**src/rtl/pwmport_pkg.sv**
```systemverilog
package pwmport_pkg;
  typedef enum logic {
    BIT_GPIO = 1'b0,
    BIT_PWM  = 1'b1
  } bit_mode_e;

  localparam int unsigned DEF_PORT_W = 7;
  localparam int unsigned DEF_BUS_W  = 8;
endpackage

```
**src/rtl/pbuf_shadow.sv**
```systemverilog
module pbuf_shadow #(
  parameter int unsigned W = 7
) (
  input  logic         clk,
  input  logic         rst,
  input  logic         wr_en,
  input  logic [W-1:0] wr_bits,
  output logic [W-1:0] shadow_q
);
  always_ff @(posedge clk) begin
    if (rst)        shadow_q <= '0;
    else if (wr_en) shadow_q <= wr_bits;
  end

  AST_SHADOW_CAPTURE: assert property (@(posedge clk) disable iff (rst)
    wr_en |=> (shadow_q == $past(wr_bits)));

  AST_SHADOW_HOLD: assert property (@(posedge clk) disable iff (rst)
    !wr_en |=> $stable(shadow_q));
endmodule

```
**src/rtl/pbuf_pinreg.sv**
```systemverilog
module pbuf_pinreg
  import pwmport_pkg::*;
#(
  parameter int unsigned W = 7
) (
  input  logic         clk,
  input  logic         rst,
  input  logic         wr_en,
  input  logic [W-1:0] wr_bits,
  input  logic [W-1:0] mode_mask,
  input  logic         xfer,
  input  logic [W-1:0] shadow_q,
  output logic [W-1:0] pin_q
);
  logic [W-1:0] pin_nxt;

  for (genvar i = 0; i < W; i++) begin : g_bit
    logic is_pwm;
    assign is_pwm = (bit_mode_e'(mode_mask[i]) == BIT_PWM);
    assign pin_nxt[i] = is_pwm
      ? (xfer  ? (wr_en ? wr_bits[i] : shadow_q[i]) : pin_q[i])
      : (wr_en ? wr_bits[i] : pin_q[i]);
  end

  always_ff @(posedge clk) begin
    if (rst) pin_q <= '0;
    else     pin_q <= pin_nxt;
  end

  AST_GP_WRITE_THRU: assert property (@(posedge clk) disable iff (rst)
    wr_en |=> ((pin_q & ~$past(mode_mask)) == ($past(wr_bits) & ~$past(mode_mask))));

  AST_PWM_HOLD: assert property (@(posedge clk) disable iff (rst)
    !xfer |=> (((pin_q ^ $past(pin_q)) & $past(mode_mask)) == '0));

  AST_XFER_COPY: assert property (@(posedge clk) disable iff (rst)
    (xfer && !wr_en) |=> ((pin_q & $past(mode_mask)) == ($past(shadow_q) & $past(mode_mask))));

  AST_GP_NO_XFER: assert property (@(posedge clk) disable iff (rst)
    (xfer && !wr_en) |=> (((pin_q ^ $past(pin_q)) & ~$past(mode_mask)) == '0));

  AST_COLLIDE_NEW: assert property (@(posedge clk) disable iff (rst)
    (xfer && wr_en) |=> (pin_q == $past(wr_bits)));

  AST_IDLE_HOLD: assert property (@(posedge clk) disable iff (rst)
    (!xfer && !wr_en) |=> $stable(pin_q));
endmodule

```
**src/rtl/pbuf_readback.sv**
```systemverilog
module pbuf_readback #(
  parameter int unsigned W     = 7,
  parameter int unsigned BUS_W = 8
) (
  input  logic [W-1:0]     pin_q,
  output logic [BUS_W-1:0] rd_data
);
  localparam int unsigned PAD_W = BUS_W - W;

  if (PAD_W > 0) begin : g_pad
    assign rd_data = {{PAD_W{1'b0}}, pin_q};
  end else begin : g_nopad
    assign rd_data = pin_q[BUS_W-1:0];
  end
endmodule

```
**src/rtl/pwm_port_buf.sv**
```systemverilog
module pwm_port_buf #(
  parameter int unsigned PORT_W = pwmport_pkg::DEF_PORT_W,
  parameter int unsigned BUS_W  = pwmport_pkg::DEF_BUS_W
) (
  input  logic              clk,
  input  logic              rst,
  input  logic              wr_en,
  input  logic [PORT_W-1:0] wr_data,
  input  logic [PORT_W-1:0] pwm_mask,
  input  logic              xfer_pulse,
  output logic [PORT_W-1:0] pin_out,
  output logic [BUS_W-1:0]  rd_data
);
  logic [PORT_W-1:0] shadow_q;
  logic [PORT_W-1:0] pin_q;

  pbuf_shadow #(.W(PORT_W)) u_shadow (
    .clk      (clk),
    .rst      (rst),
    .wr_en    (wr_en),
    .wr_bits  (wr_data),
    .shadow_q (shadow_q)
  );

  pbuf_pinreg #(.W(PORT_W)) u_pin (
    .clk       (clk),
    .rst       (rst),
    .wr_en     (wr_en),
    .wr_bits   (wr_data),
    .mode_mask (pwm_mask),
    .xfer      (xfer_pulse),
    .shadow_q  (shadow_q),
    .pin_q     (pin_q)
  );

  pbuf_readback #(.W(PORT_W), .BUS_W(BUS_W)) u_rd (
    .pin_q   (pin_q),
    .rd_data (rd_data)
  );

  assign pin_out = pin_q;

  AST_RESET_CLEAR: assert property (@(posedge clk)
    rst |=> (pin_out == '0));
endmodule

```
**config.mk**
```make
export PLATFORM = sky130hd
export DESIGN_NAME = pwm_port_buf
export DESIGN_NICKNAME = d
export VERILOG_FILES = /design/src/rtl/pwmport_pkg.sv /design/src/rtl/pbuf_shadow.sv /design/src/rtl/pbuf_pinreg.sv /design/src/rtl/pbuf_readback.sv /design/src/rtl/pwm_port_buf.sv
export SDC_FILE = /design/constraint.sdc
export NUM_CORES = 1
export LEC_CHECK = 0
export ABC_AREA = 1
export BUFFER_PORTS_ARGS = -buffer_cell sky130_fd_sc_hd__buf_2
export CORE_MARGIN = 2
export CORE_UTILIZATION = 49
export CTS_CLUSTER_DIAMETER = 50
export CTS_CLUSTER_SIZE = 12
export DETAILED_ROUTE_END_ITERATION = 6
export PLACE_DENSITY = 0.88
export SLEW_MARGIN = 40
export SYNTH_ARGS = -nofsm -noshare
export SYNTH_HDL_FRONTEND = slang
export SYNTH_SLANG_ARGS = --single-unit
```
**constraint.sdc**
```tcl
create_clock -name clk -period 2.55 [get_ports clk]
set_clock_uncertainty 0.1 [all_clocks]
set_input_delay 0.51 -clock clk [delete_from_list [all_inputs] [get_ports clk]]
set_output_delay 0.51 -clock clk [all_outputs]
set_load 0.01 [all_outputs]
```
Yosys cells after proc, flatten, opt, wreduce, memory -nomap -nowiden
Cells that the tools add are included.
{"block": "classes", "eq_ne": 7, "n_mux": 28, "reduce_logical": 14}
{"operator": "$mux 1", "n": 28}
{"operator": "$ne 2x1->1 const B", "n": 7}
{"operator": "$reduce_and 2->1", "n": 7}
{"operator": "$reduce_bool 2->1", "n": 7}
{"block": "word_totals", "out_inout_bits": 15, "inputBits": 18, "regBits": 14}

Longest topological paths before layout
Gate-level depths: netlist of the first run.
{"block": "logic_depth", "ltp_word": 3, "mapped_depth": 6, "ltp_nobuf": 6}

Cells and area by module
From an unflattened synthesis of the first run, not the netlist that was laid out.
{"block": "hier_totals", "cells_unflattened": 143, "hier_area_um2": 914.6}
{"mod": "pbuf_pinreg", "area_each_um2": 564.3, "cells_each": 90, "instances": 1}
{"mod": "pbuf_shadow", "area_each_um2": 286.5, "cells_each": 44, "instances": 1}
{"mod": "pbuf_readback", "area_each_um2": 63.8, "cells_each": 9, "instances": 1}

Worst setup path after synthesis of the first run
OpenSTA, ideal clock, no wires.
{"block": "synth_path", "path_kind": "input to register", "startpoint": "input xfer_pulse", "endpoint": "register u_pin.pin_q[0]", "t_arrival_ns": 0.922, "setup_slack_ns": 1.415, "required_time_ns": 2.337, "setup_time_ns": 0.113, "stages": 6, "path_cell_list": "buf_2 nand2_1 nand3_1 nand2_1 nand2_1 nand2_1"}
{"block": "synth_via", "elab_chain_len": 2}
{"item": "start: declaration", "line": "pwm_port_buf.sv:10", "source": "input logic xfer_pulse,"}
{"item": "$ne 2x1->1 (no source line)"}
{"item": "$reduce_and 2->1 (no source line)"}
{"item": "end signal: assignment", "line": "pbuf_pinreg.sv:27", "source": "else pin_q <= pin_nxt;"}
{"item": "end: declaration", "line": "pbuf_pinreg.sv:13", "source": "output logic [W-1:0] pin_q"}
No other way between the ends.
A chain may end at the register's enable or synchronous reset.

Final worst setup path of the first run
{"block": "layout_path", "startpoint": "register u_pin.pin_q[6]", "endpoint": "output rd_data[6]"}
{"item": "end: declaration", "line": "pwm_port_buf.sv:12", "source": "output logic [BUS_W-1:0] rd_data"}
No word-level cell between the ends.

==> results of run 1 <==
[per-stage QoR]
stage | instances | cell area (um2) | setup slack [ns] | power [mW] | util (%)
after global routing | 158 | 890 | 1.11 | 0.522 | 59.7
after CTS | 158 | 890 | 1.14 | 0.498 | 59.7
final | 158 | 890 | 1.14 | 0.498 | 59.7
after global placement | 154 | 853 | 1.04 | 0.332 | 57.3
after floorplan | 119 | 761 | 1.42 | 0.310 | -
after detailed placement | 154 | 853 | 0.993 | 0.336 | 57.3
[kinds of logic (layout without fill, tap and decap cells)]
kind of cell           after synthesis  in the layout  synth area share [%]
flip-flops                          14             14                  36.8
AND/OR/NAND/NOR                     74             74                  39.6
buffers and inverters               25             48                  17.3
AO/OA/AOI/OAI                        5              5                  5.76
other                                1              1                 0.493
[how the worst min path moves through the flow]
stage / start / end / cells after the start
floorplan: u_shadow.shadow_q[0] / u_shadow.shadow_q[0] / 2
global placement: u_shadow.shadow_q[0] / u_shadow.shadow_q[0] / 2
detailed placement: u_shadow.shadow_q[3] / u_shadow.shadow_q[3] / 2
CTS: pwm_mask[1] / u_pin.pin_q[1] / 3
global route: pwm_mask[1] / u_pin.pin_q[1] / 3
finish: pwm_mask[1] / u_pin.pin_q[1] / 3
[cell type report]
class | instances | share of cell area (%)
multi-input combinational | 80 | 39.2
sequential | 14 | 31.5
timing repair buffer | 31 | 17.4
inverter | 13 | 5.49
clock buffer | 4 | 4.08
tap | 16 | 2.25
[report_power, final]
group	switching, mW	internal, mW
registers	0.00682	0.233
logic	0.0557	0.0363
clock network	0.0796	0.0870
total	0.142	0.356
[state kept, by name, summed over array words and instances, names as in the netlist]
register	flops
u_shadow.shadow_q	7
u_pin.pin_q	7
[metal layers]
layer / vias up / wire (um) / GRT usage [%] / part of all wire, %
li1: 400 / - / - / -
met1: 343 / 680 / 19.8 / 42
met2: 26 / 808 / 33.1 / 50
met3: 5 / 93 / 2.50 / 5.8
met4: 0 / 33 / 10.9 / 2.0
met5: - / 0 / 0 / 0
[cells in the mapped netlist]
library cell	n
buf_2	3
dfxtp_1	14
inv_1	13
buf_4	9
nand2_1	47
a21oi_2	5
nor2_1	8
conb_1	1
nand3_1	19
==> summary.md, run 1 <==
| Metric | Value |
|---|---|
| Outcome | complete, no violations |
| Ratio of cells with drive above 1 in the final layout | around 28% |
| CP cell instances | buf_2 |
| Gr ovfl total | 0 |
| DIE WIDTH | 43.4 um |
| Clock-pin slew on the worst setup and hold paths | 0.09 ns |
| Ranking of synthesized cells by area | dfxtp_1 37%, nand2_1 23%, nand3_1 13% |
| Worst path bufs/invs | 1 |
| Routed via count | 774 |
| Input/output buffers | 31 |
| PD cells | 560 mW/mm2 |
| Die Y | 43.4 um |
| CP max FO | 3 |
| RSZ-0062 raised after global routing | false |
| Final min period | 1.41 ns |
| Critical path capture point type | output pin |
| CP startpoint kind | register |
| Max-cap viol count | 0 |
| Hold_ws | 0.369 ns |
| Reg2Reg Capture Point | u_pin.pin_q[2] |
| Initial Utilization | 51.1% |
| Worst setup path endpoint | rd_data[6] |
| Rows | 14 |
| R2R depth | 6 |
| Crit path DAT | 0.80 ns |
| Multi-input logic area | about 350 um2 |
| Final Slew Violations | 0 |
| Most frequent cells in the layout | 47 x nand2_1, 31 x buf_2, 19 x nand3_1 |
| I/O pin count | 33 |
| Syn nets | 137 |
| Postcts setup bufs | 0 |
| Sequential area share after synthesis | 36.8% |
| CTS tree | done |
| Storage element area | 280 um2 |
| Final setup violating endpoints | 0 |
| Fillers | 151 |
| First-pass GRT wire length | 2540 um |
| Total iterations of the first detailed-routing run | 4 |
| Initial DRC Count | 13 |
| Setup TNS after final layout | 0 ns |
| LEAKAGE | ~0.53 nW |
| Hpwl dp | between 1000 and 1500 um |
| Number of remaining DRC errors | 0 |
| CP Depth | 1 |
| Clk sink count | 14 |
| GRT Util Overall | between 10% and 20% |
| Die area | 0.00188 mm2 |
| HP Class | input pin to register |
| # diodes | 0 |
| Via-to-Cell Ratio | around 4.9 |
| Setup crit start | u_pin.pin_q[6] |
| Most common cell after layout, fill and taps aside | nand2_1 |
| Vias in the first global route | 662 |
| Ratio of final minimum period to clock period | between 50% and 60% |
| R2R Setup Slk | between 1.5 and 2 ns |
| Count of cell types in the netlist | 9 |
| H-tree level count | 1 |
| Final hold vios | 0 |
| Routed Antenna Nets | 0 |
| Kind of critical path | register to output pin |
| Synth Register Bits | 14 |
| Num CTS Buffers | 3 |
| Routed length per instance | 10.2 um |
| Final Wtd Congestion | around 0.7 |
| Critical path's largest stage delay | between 0.3 and 0.4 ns |
| Clock latency on the worst-skew pair | 0.29 ns |
| Cts hold-fix bufs | 0 |
| Worst Path Required | 1.94 ns |
| Layout area overhead | 16.9% |
| WL final | 1620 um |
| Reg-to-reg startpoint | u_shadow.shadow_q[2] |
| Max VDD drop | 0.284 mV |
| Family with the most delay on the worst path | flip-flops |
| Post-Syn Area | between 700 and 800 um2 |
| Nets@finish | approximately 160 |
| Max Fclk | 708 MHz |
| YS warnings | 0 |
| Post-CTS Resized | 0 |
| Post-Synthesis Cells | 119 |
| Maximum clock path buffer count | 2 |
| Core box area | 0.00149 mm2 |
| Initial antenna violation count | 0 |
| CTS root buffer | clkbuf_4 |
| Area leader, netlist | dfxtp_1 |
| Syn avg cell area | 6.39 um2 |
| Critical path's slowest cell | dfxtp_1 |
| Largest net degree at the start of global routing | 23 |
| Synth top area share | 36.8% |
No activity file was read; power rests on OpenSTA's default activity.
==> run 2: changes to the inputs <==
--- a/config.mk
+++ b/config.mk
@@ -8,11 +8,11 @@
 export ABC_AREA = 1
 export BUFFER_PORTS_ARGS = -buffer_cell sky130_fd_sc_hd__buf_2
 export CORE_MARGIN = 2
-export CORE_UTILIZATION = 49
+export CORE_UTILIZATION = 41
 export CTS_CLUSTER_DIAMETER = 50
 export CTS_CLUSTER_SIZE = 12
 export DETAILED_ROUTE_END_ITERATION = 6
-export PLACE_DENSITY = 0.88
+export PLACE_DENSITY = 0.79
 export SLEW_MARGIN = 40
 export SYNTH_ARGS = -nofsm -noshare
 export SYNTH_HDL_FRONTEND = slang
==> constraint.sdc (replaced) <==
create_clock -name clk -period 1.25 [get_ports clk]
set_clock_uncertainty 0.1 [all_clocks]
set_input_delay 0.25 -clock clk [delete_from_list [all_inputs] [get_ports clk]]
set_output_delay 0.25 -clock clk [all_outputs]
set_load 0.01 [all_outputs]
==> run 2 against run 1 <==
Sequential cell count did not move; largest cell class unchanged; critical path type unchanged; cell count is 7.0% higher; setup slack worse by 1.0 ns; core utilization fell by 6.7 points; global-route usage is 2.3 points lower; register-to-register slack got worse by 1.3 ns; largest power group unchanged; via count decreased by 0.52%; clock-buffer cell count unchanged; critical path depth unchanged.
==> summary.md, run 2 (same netlist as run 1, synthesis figures left out) <==
| Metric | Value |
|---|---|
| Die area | 0.00222 mm2 (was 0.00188 mm2) |
| Outcome | complete, no violations (unchanged) |
| Ratio of final minimum period to clock period | 91.0% |
| Max VDD drop | 0.517 mV (was 0.284 mV) |
| # diodes | 0 (unchanged) |
| Fillers | 187 (was 151) |
| Routed length on met1 | 703 um (was 680 um) |
| Routed via count | 770 (was 774) |
| Crit path DAT | 0.79 ns (was 0.80 ns) |
| HP Class | input pin to register (unchanged) |
| Initial Utilization | 44.1% (was 51.1%) |
| Pre-CTS WS | 0.145 ns (was 0.993 ns) |
| Final setup violating endpoints | 0 (unchanged) |
| CP max FO | 3 (unchanged) |
| Nets@finish | 163 (was 161) |
| Postcts setup bufs | 0 (unchanged) |
| Final hold vios | 0 (unchanged) |
| Ratio of cells with drive above 1 in the final layout | 29.2% (was 28.2%) |
| Largest net degree at the start of global routing | 13 (was 23) |
| Metal3 WL | 97 um (was 93 um) |
| Layout area overhead | 20.4% (was 16.9%) |
| CP startpoint kind | register (unchanged) |
| Rows | 15 (was 14) |
| CTS tree | done (unchanged) |
| Cts hold-fix bufs | 0 (unchanged) |
| Maximum clock path buffer count | 2 (unchanged) |
| Vias in the first global route | 592 (was 662) |
| CP cell instances | buf_2 (unchanged) |
| Clock latency on the worst-skew pair | 0.28 ns (was 0.29 ns) |
| Max Fclk | 879 MHz |
| Most common cell after layout, fill and taps aside | nand2_1 (unchanged) |
| Critical path's largest stage delay | 0.37 ns (about the same) |
| H-tree level count | 1 (unchanged) |
| Clock-pin slew on the worst setup and hold paths | 0.09 ns (about the same) |
| LEAKAGE | 0.535 nW (was 0.526 nW) |
| First-pass GRT wire length | 2390 um (was 2540 um) |
| Number of remaining DRC errors | 0 (unchanged) |
| Hpwl dp | 1280 um (was 1220 um) |
| CTS root buffer | clkbuf_4 (unchanged) |
| Num CTS Buffers | 3 (unchanged) |
| Clk sink count | 14 (unchanged) |
| Max-cap viol count | 0 (unchanged) |
| RSZ-0062 raised after global routing | false (unchanged) |
| Util after Layout | 53.0% (was 59.7%) |
| Most frequent cells in the layout | 47 x nand2_1, 31 x buf_2, 19 x nand3_1 (unchanged) |
| Post-CTS Resized | 0 (unchanged) |
| Final worst slack | 0.112 ns (was 1.14 ns) |
| WL final | 1600 um (was 1620 um) |
| GRT Util Overall | 15.9% (was 18.2%) |
| Final Wtd Congestion | 0.668 (was 0.718) |
| DIE WIDTH | 47.1 um (was 43.4 um) |
| Worst Path Required | 0.90 ns (was 1.94 ns) |
| Top sig layer | met4 (unchanged) |
| Final Slew Violations | 0 (unchanged) |
| Hold depth | 3 (unchanged) |
| Input/output buffers | 31 (unchanged) |
| R2R depth | 6 (unchanged) |
| Routed length per instance | 9.44 um (was 10.2 um) |
| Initial antenna violation count | 0 (unchanged) |
| Family with the most delay on the worst path | flip-flops (unchanged) |
| Placed Cells | 165 (was 154) |
| Gr ovfl total | 0 (unchanged) |
| Finished Layout Cells | 169 (was 158) |
| Total iterations of the first detailed-routing run | 4 (unchanged) |
| Die Y | 47.1 um (was 43.4 um) |
| Setup TNS after final layout | 0 ns (unchanged) |
| Critical path's slowest cell | dfxtp_1 (unchanged) |
| Core box area | 0.00173 mm2 (was 0.00149 mm2) |
| I/O pin count | 33 (unchanged) |
| Biggest regs | u_pin.pin_q (7), u_shadow.shadow_q (7) (unchanged) |
| CP Depth | 1 (unchanged) |
| Initial DRC Count | 6 (was 13) |
| Worst path bufs/invs | 1 (unchanged) |
| Kind of critical path | register to output pin (unchanged) |
| Via-to-Cell Ratio | 4.56 (was 4.90) |
| Wire length on met2 | 781 um (was 808 um) |
| Final min period | 1.14 ns |
| Routed Antenna Nets | 0 (unchanged) |
| Final Total Pwr | 1.00 mW (was 0.498 mW) |
| PD cells | 1100 mW/mm2 (was 560 mW/mm2) |
| Critical path capture point type | output pin (unchanged) |
==> run 2: cell types whose count changed in the layout (fill, tap and decap cells not counted) <==
cell | previous run | this run
buf_4 | 0 | 2
==> run 2: worst register-to-register path, delay by kind of cell (launching register included) <==
kind	cells	cell delay [ns]
DFF	1	0.30
buffers and inverters	1	0.04
and+or+nand+nor	5	0.30
==> run 2: worst paths after layout <==
path | to | startpoint | slack (ns)
max reg2reg | u_pin.pin_q[4] | u_shadow.shadow_q[4] | 0.40
min reg2reg | u_shadow.shadow_q[3] | u_shadow.shadow_q[3] | 0.37
min | u_pin.pin_q[5] | pwm_mask[5] | 0.12
max | pin_out[1] | u_pin.pin_q[1] | 0.11
==> run 2: power breakdown <==
part / internal [mW] / switching (mW)
logic: 0.0784 / 0.114
registers: 0.474 / 0.0132
clock network: 0.177 / 0.146
==> run 2: final cells by class <==
class,count,area [um2],share of cell area [%]
clock buffers,4,36.3,3.96
multi-input cells,80,349,38.1
well taps,25,31.3,3.42
repair buffers,33,170,18.6
flip-flops and latches,14,280,30.6
inverters,13,48.8,5.33
==> run 2: per-layer routing <==
| layer | up-vias | GRT usage (%) |
|---|---|---|
| met5 | - | 0 |
| met1 | 334 | 17.7 |
| li1 | 409 | - |
| met2 | 25 | 27.4 |
| met3 | 2 | 3.46 |
| met4 | 0 | 10.0 |
==> run 2: per-stage QoR <==
stage,hold WS [ns],instance area (um2)
final,0.117,916
after CTS,0.108,916
after global routing,0.139,916
after global placement,0.356,880
after floorplan,0.284,761
after detailed placement,0.360,880
==> run 3: changes to the inputs <==
--- a/config.mk
+++ b/config.mk
@@ -7,12 +7,14 @@
 export LEC_CHECK = 0
 export ABC_AREA = 1
 export BUFFER_PORTS_ARGS = -buffer_cell sky130_fd_sc_hd__buf_2
+export CELL_PAD_IN_SITES_DETAIL_PLACEMENT = 2
+export CELL_PAD_IN_SITES_GLOBAL_PLACEMENT = 2
 export CORE_MARGIN = 2
-export CORE_UTILIZATION = 41
+export CORE_UTILIZATION = 20
 export CTS_CLUSTER_DIAMETER = 50
 export CTS_CLUSTER_SIZE = 12
 export DETAILED_ROUTE_END_ITERATION = 6
-export PLACE_DENSITY = 0.79
+export PLACE_DENSITY = 0.7
 export SLEW_MARGIN = 40
 export SYNTH_ARGS = -nofsm -noshare
 export SYNTH_HDL_FRONTEND = slang
==> run 3 against run 2 <==
Sequential share of layout area down 1.5 points; clock power up 40%; first-iteration DRC count rose to 2.5 times the previous value; power up 14%; core utilization down 27 points; cell count up 14%; highest routed layer unchanged.
==> summary.md, run 3 (same netlist as run 1, synthesis figures left out) <==
| Metric | Value |
|---|---|
| RSZ-0062 raised after global routing | false (unchanged) |
| GRT Util Overall | 11.6% (was 15.9%) |
| Max-cap viol count | 0 (unchanged) |
| Critical path's slowest cell | dfxtp_1 (unchanged) |
| Outcome | complete, no violations (unchanged) |
| Comb power frac | 17.7% (was 19.2%) |
| Met1 GRT Util | 12.1% (was 17.7%) |
| DIE WIDTH | 65.7 um (was 47.1 um) |
| Most frequent cells in the layout | 47 x nand2_1, 31 x buf_2, 19 x nand3_1 (unchanged) |
| CP max FO | 3 (unchanged) |
| Sequential share of power | 42.7% (was 48.6%) |
| Initial antenna violation count | 0 (unchanged) |
| CP startpoint kind | register (unchanged) |
| HP Class | input pin to register (unchanged) |
| Worst Path Required | 0.90 ns (about the same) |
| Most common cell after layout, fill and taps aside | nand2_1 (unchanged) |
| Clk network pwr share | 39.6% (was 32.2%) |
| CTS tree | done (unchanged) |
| CP cell instances | buf_2 (unchanged) |
| Gr ovfl total | 0 (unchanged) |
| Num CTS Buffers | 3 (unchanged) |
| Global routing's busiest layer | met2 (unchanged) |
| Critical path capture point type | output pin (unchanged) |
| Nets@finish | 163 (unchanged) |
| Worst path bufs/invs | 1 (unchanged) |
| Final Slew Violations | 0 (unchanged) |
| Biggest regs | u_pin.pin_q (7), u_shadow.shadow_q (7) (unchanged) |
| Max VDD drop | 0.271 mV (was 0.517 mV) |
| Via-to-Cell Ratio | 4.28 (was 4.56) |
| Die Y | 65.7 um (was 47.1 um) |
| Layout area overhead | 26.6% (was 20.4%) |
| Family with the most delay on the worst path | flip-flops (unchanged) |
| Max Fclk | 921 MHz (was 879 MHz) |
| Routed length per instance | 11.6 um (was 9.44 um) |
| Number of remaining DRC errors | 0 (unchanged) |
| Storage element area | 280 um2 (unchanged) |
| Kind of critical path | register to output pin (unchanged) |
| Post-CTS Resized | 0 (unchanged) |
| PD cells | 1190 mW/mm2 (was 1100 mW/mm2) |
| CTS root buffer | clkbuf_8 (was clkbuf_4) |
| Core box area | 0.00366 mm2 (was 0.00173 mm2) |
| First-pass GRT wire length | 3850 um (was 2390 um) |
| Final setup violating endpoints | 0 (unchanged) |
| Final worst slack | 0.164 ns (was 0.112 ns) |
| Final Wtd Congestion | 0.696 (was 0.668) |
| Int Pwr | 0.833 mW (was 0.730 mW) |
| Initial DRC Count | 15 (was 6) |
| H-tree level count | 1 (unchanged) |
| Routed Antenna Nets | 0 (unchanged) |
| Routed via count | 821 (was 770) |
| GR Util met3 | 3.25% (was 3.46%) |
| Total iterations of the first detailed-routing run | 2 (was 4) |
| Pre-CTS WS | 0.0827 ns (was 0.145 ns) |
| GR Layer Usage met2 | 22.3% (was 27.4%) |
| Fillers | 468 (was 187) |
| Sw frac | 27.2% (about the same) |
| WL final | 2230 um (was 1600 um) |
| Clock latency on the worst-skew pair | 0.25 ns (was 0.28 ns) |
| Hpwl dp | 1790 um (was 1280 um) |
| Critical path's largest stage delay | 0.35 ns (was 0.37 ns) |
| LEAKAGE | 0.543 nW (was 0.535 nW) |
| Ratio of final minimum period to clock period | 86.9% (was 91.0%) |
| Ratio of cells with drive above 1 in the final layout | 29.2% (unchanged) |
| Final hold vios | 0 (unchanged) |
| Input/output buffers | 31 (unchanged) |
| Setup TNS after final layout | 0 ns (unchanged) |
| Multi-input logic area | 349 um2 (unchanged) |
| Cts hold-fix bufs | 0 (unchanged) |
| Final min period | 1.09 ns (was 1.14 ns) |
| Util after Layout | 26.3% (was 53.0%) |
| Largest net degree at the start of global routing | 13 (unchanged) |
| # diodes | 0 (unchanged) |
| Die area | 0.00431 mm2 (was 0.00222 mm2) |
| Clk sink count | 14 (unchanged) |
| Postcts setup bufs | 0 (unchanged) |
| Rows | 22 (was 15) |
| Crit path DAT | 0.74 ns (was 0.79 ns) |
| Initial Utilization | 20.8% (was 44.1%) |
| Vias in the first global route | 907 (was 592) |
| I/O pin count | 33 (unchanged) |
| Net Switching | 0.310 mW (was 0.273 mW) |
| Clock-pin slew on the worst setup and hold paths | 0.06 ns (was 0.09 ns) |
| Maximum clock path buffer count | 2 (unchanged) |
[run 3: cell types whose count changed in the layout (fill, tap and decap cells not counted)]
cell,before,now
clkbuf_4,3,0
clkbuf_8,1,4
[run 3: power by group through the flow]
stage                     Sequential [mW]  Clock [mW]  Combinational [mW]
after floorplan                     0.505           0               0.128
after global placement              0.497           0               0.195
after detailed placement            0.499           0               0.207
after CTS                           0.489       0.466               0.208
after global routing                0.492       0.491               0.234
final                               0.488       0.453               0.202
[run 3: final timing paths]
path,from,end,slack [ns],cells after the start
max reg2reg,u_shadow.shadow_q[4],u_pin.pin_q[4],0.38,6
min,pwm_mask[3],u_pin.pin_q[3],0.16,3
min reg2reg,u_shadow.shadow_q[1],u_shadow.shadow_q[1],0.36,2
max,u_pin.pin_q[0],pin_out[0],0.16,1
[run 3: layout make-up]
type | count | share of cell area, %
multi-input combinational | 80 | 36.2
inverter | 13 | 5.06
timing repair buffer | 33 | 17.7
sequential | 14 | 29.1
clock buffer | 4 | 5.71
tap | 48 | 6.23
[run 3: layer usage]
metal / part of all wire (%) / vias up
li1: - / 405
met1: 42 / 393
met2: 53 / 21
met3: 4.8 / 2
met4: 0.76 / 0
met5: 0 / -
[run 3: through the flow]
step | cells | total power, mW | cell area (um2) | hold slack [ns]
floorplan | 119 | 0.633 | 761 | 0.284
global placement | 188 | 0.692 | 908 | 0.359
detailed placement | 188 | 0.706 | 908 | 0.358
CTS | 192 | 1.16 | 963 | 0.161
global route | 192 | 1.22 | 963 | 0.182
finish | 192 | 1.14 | 963 | 0.164
[run 3: worst min-delay path: stages]
cell and delay (ns):
buf_2 0.10, nand3_1 0.07, nand2_1 0.05
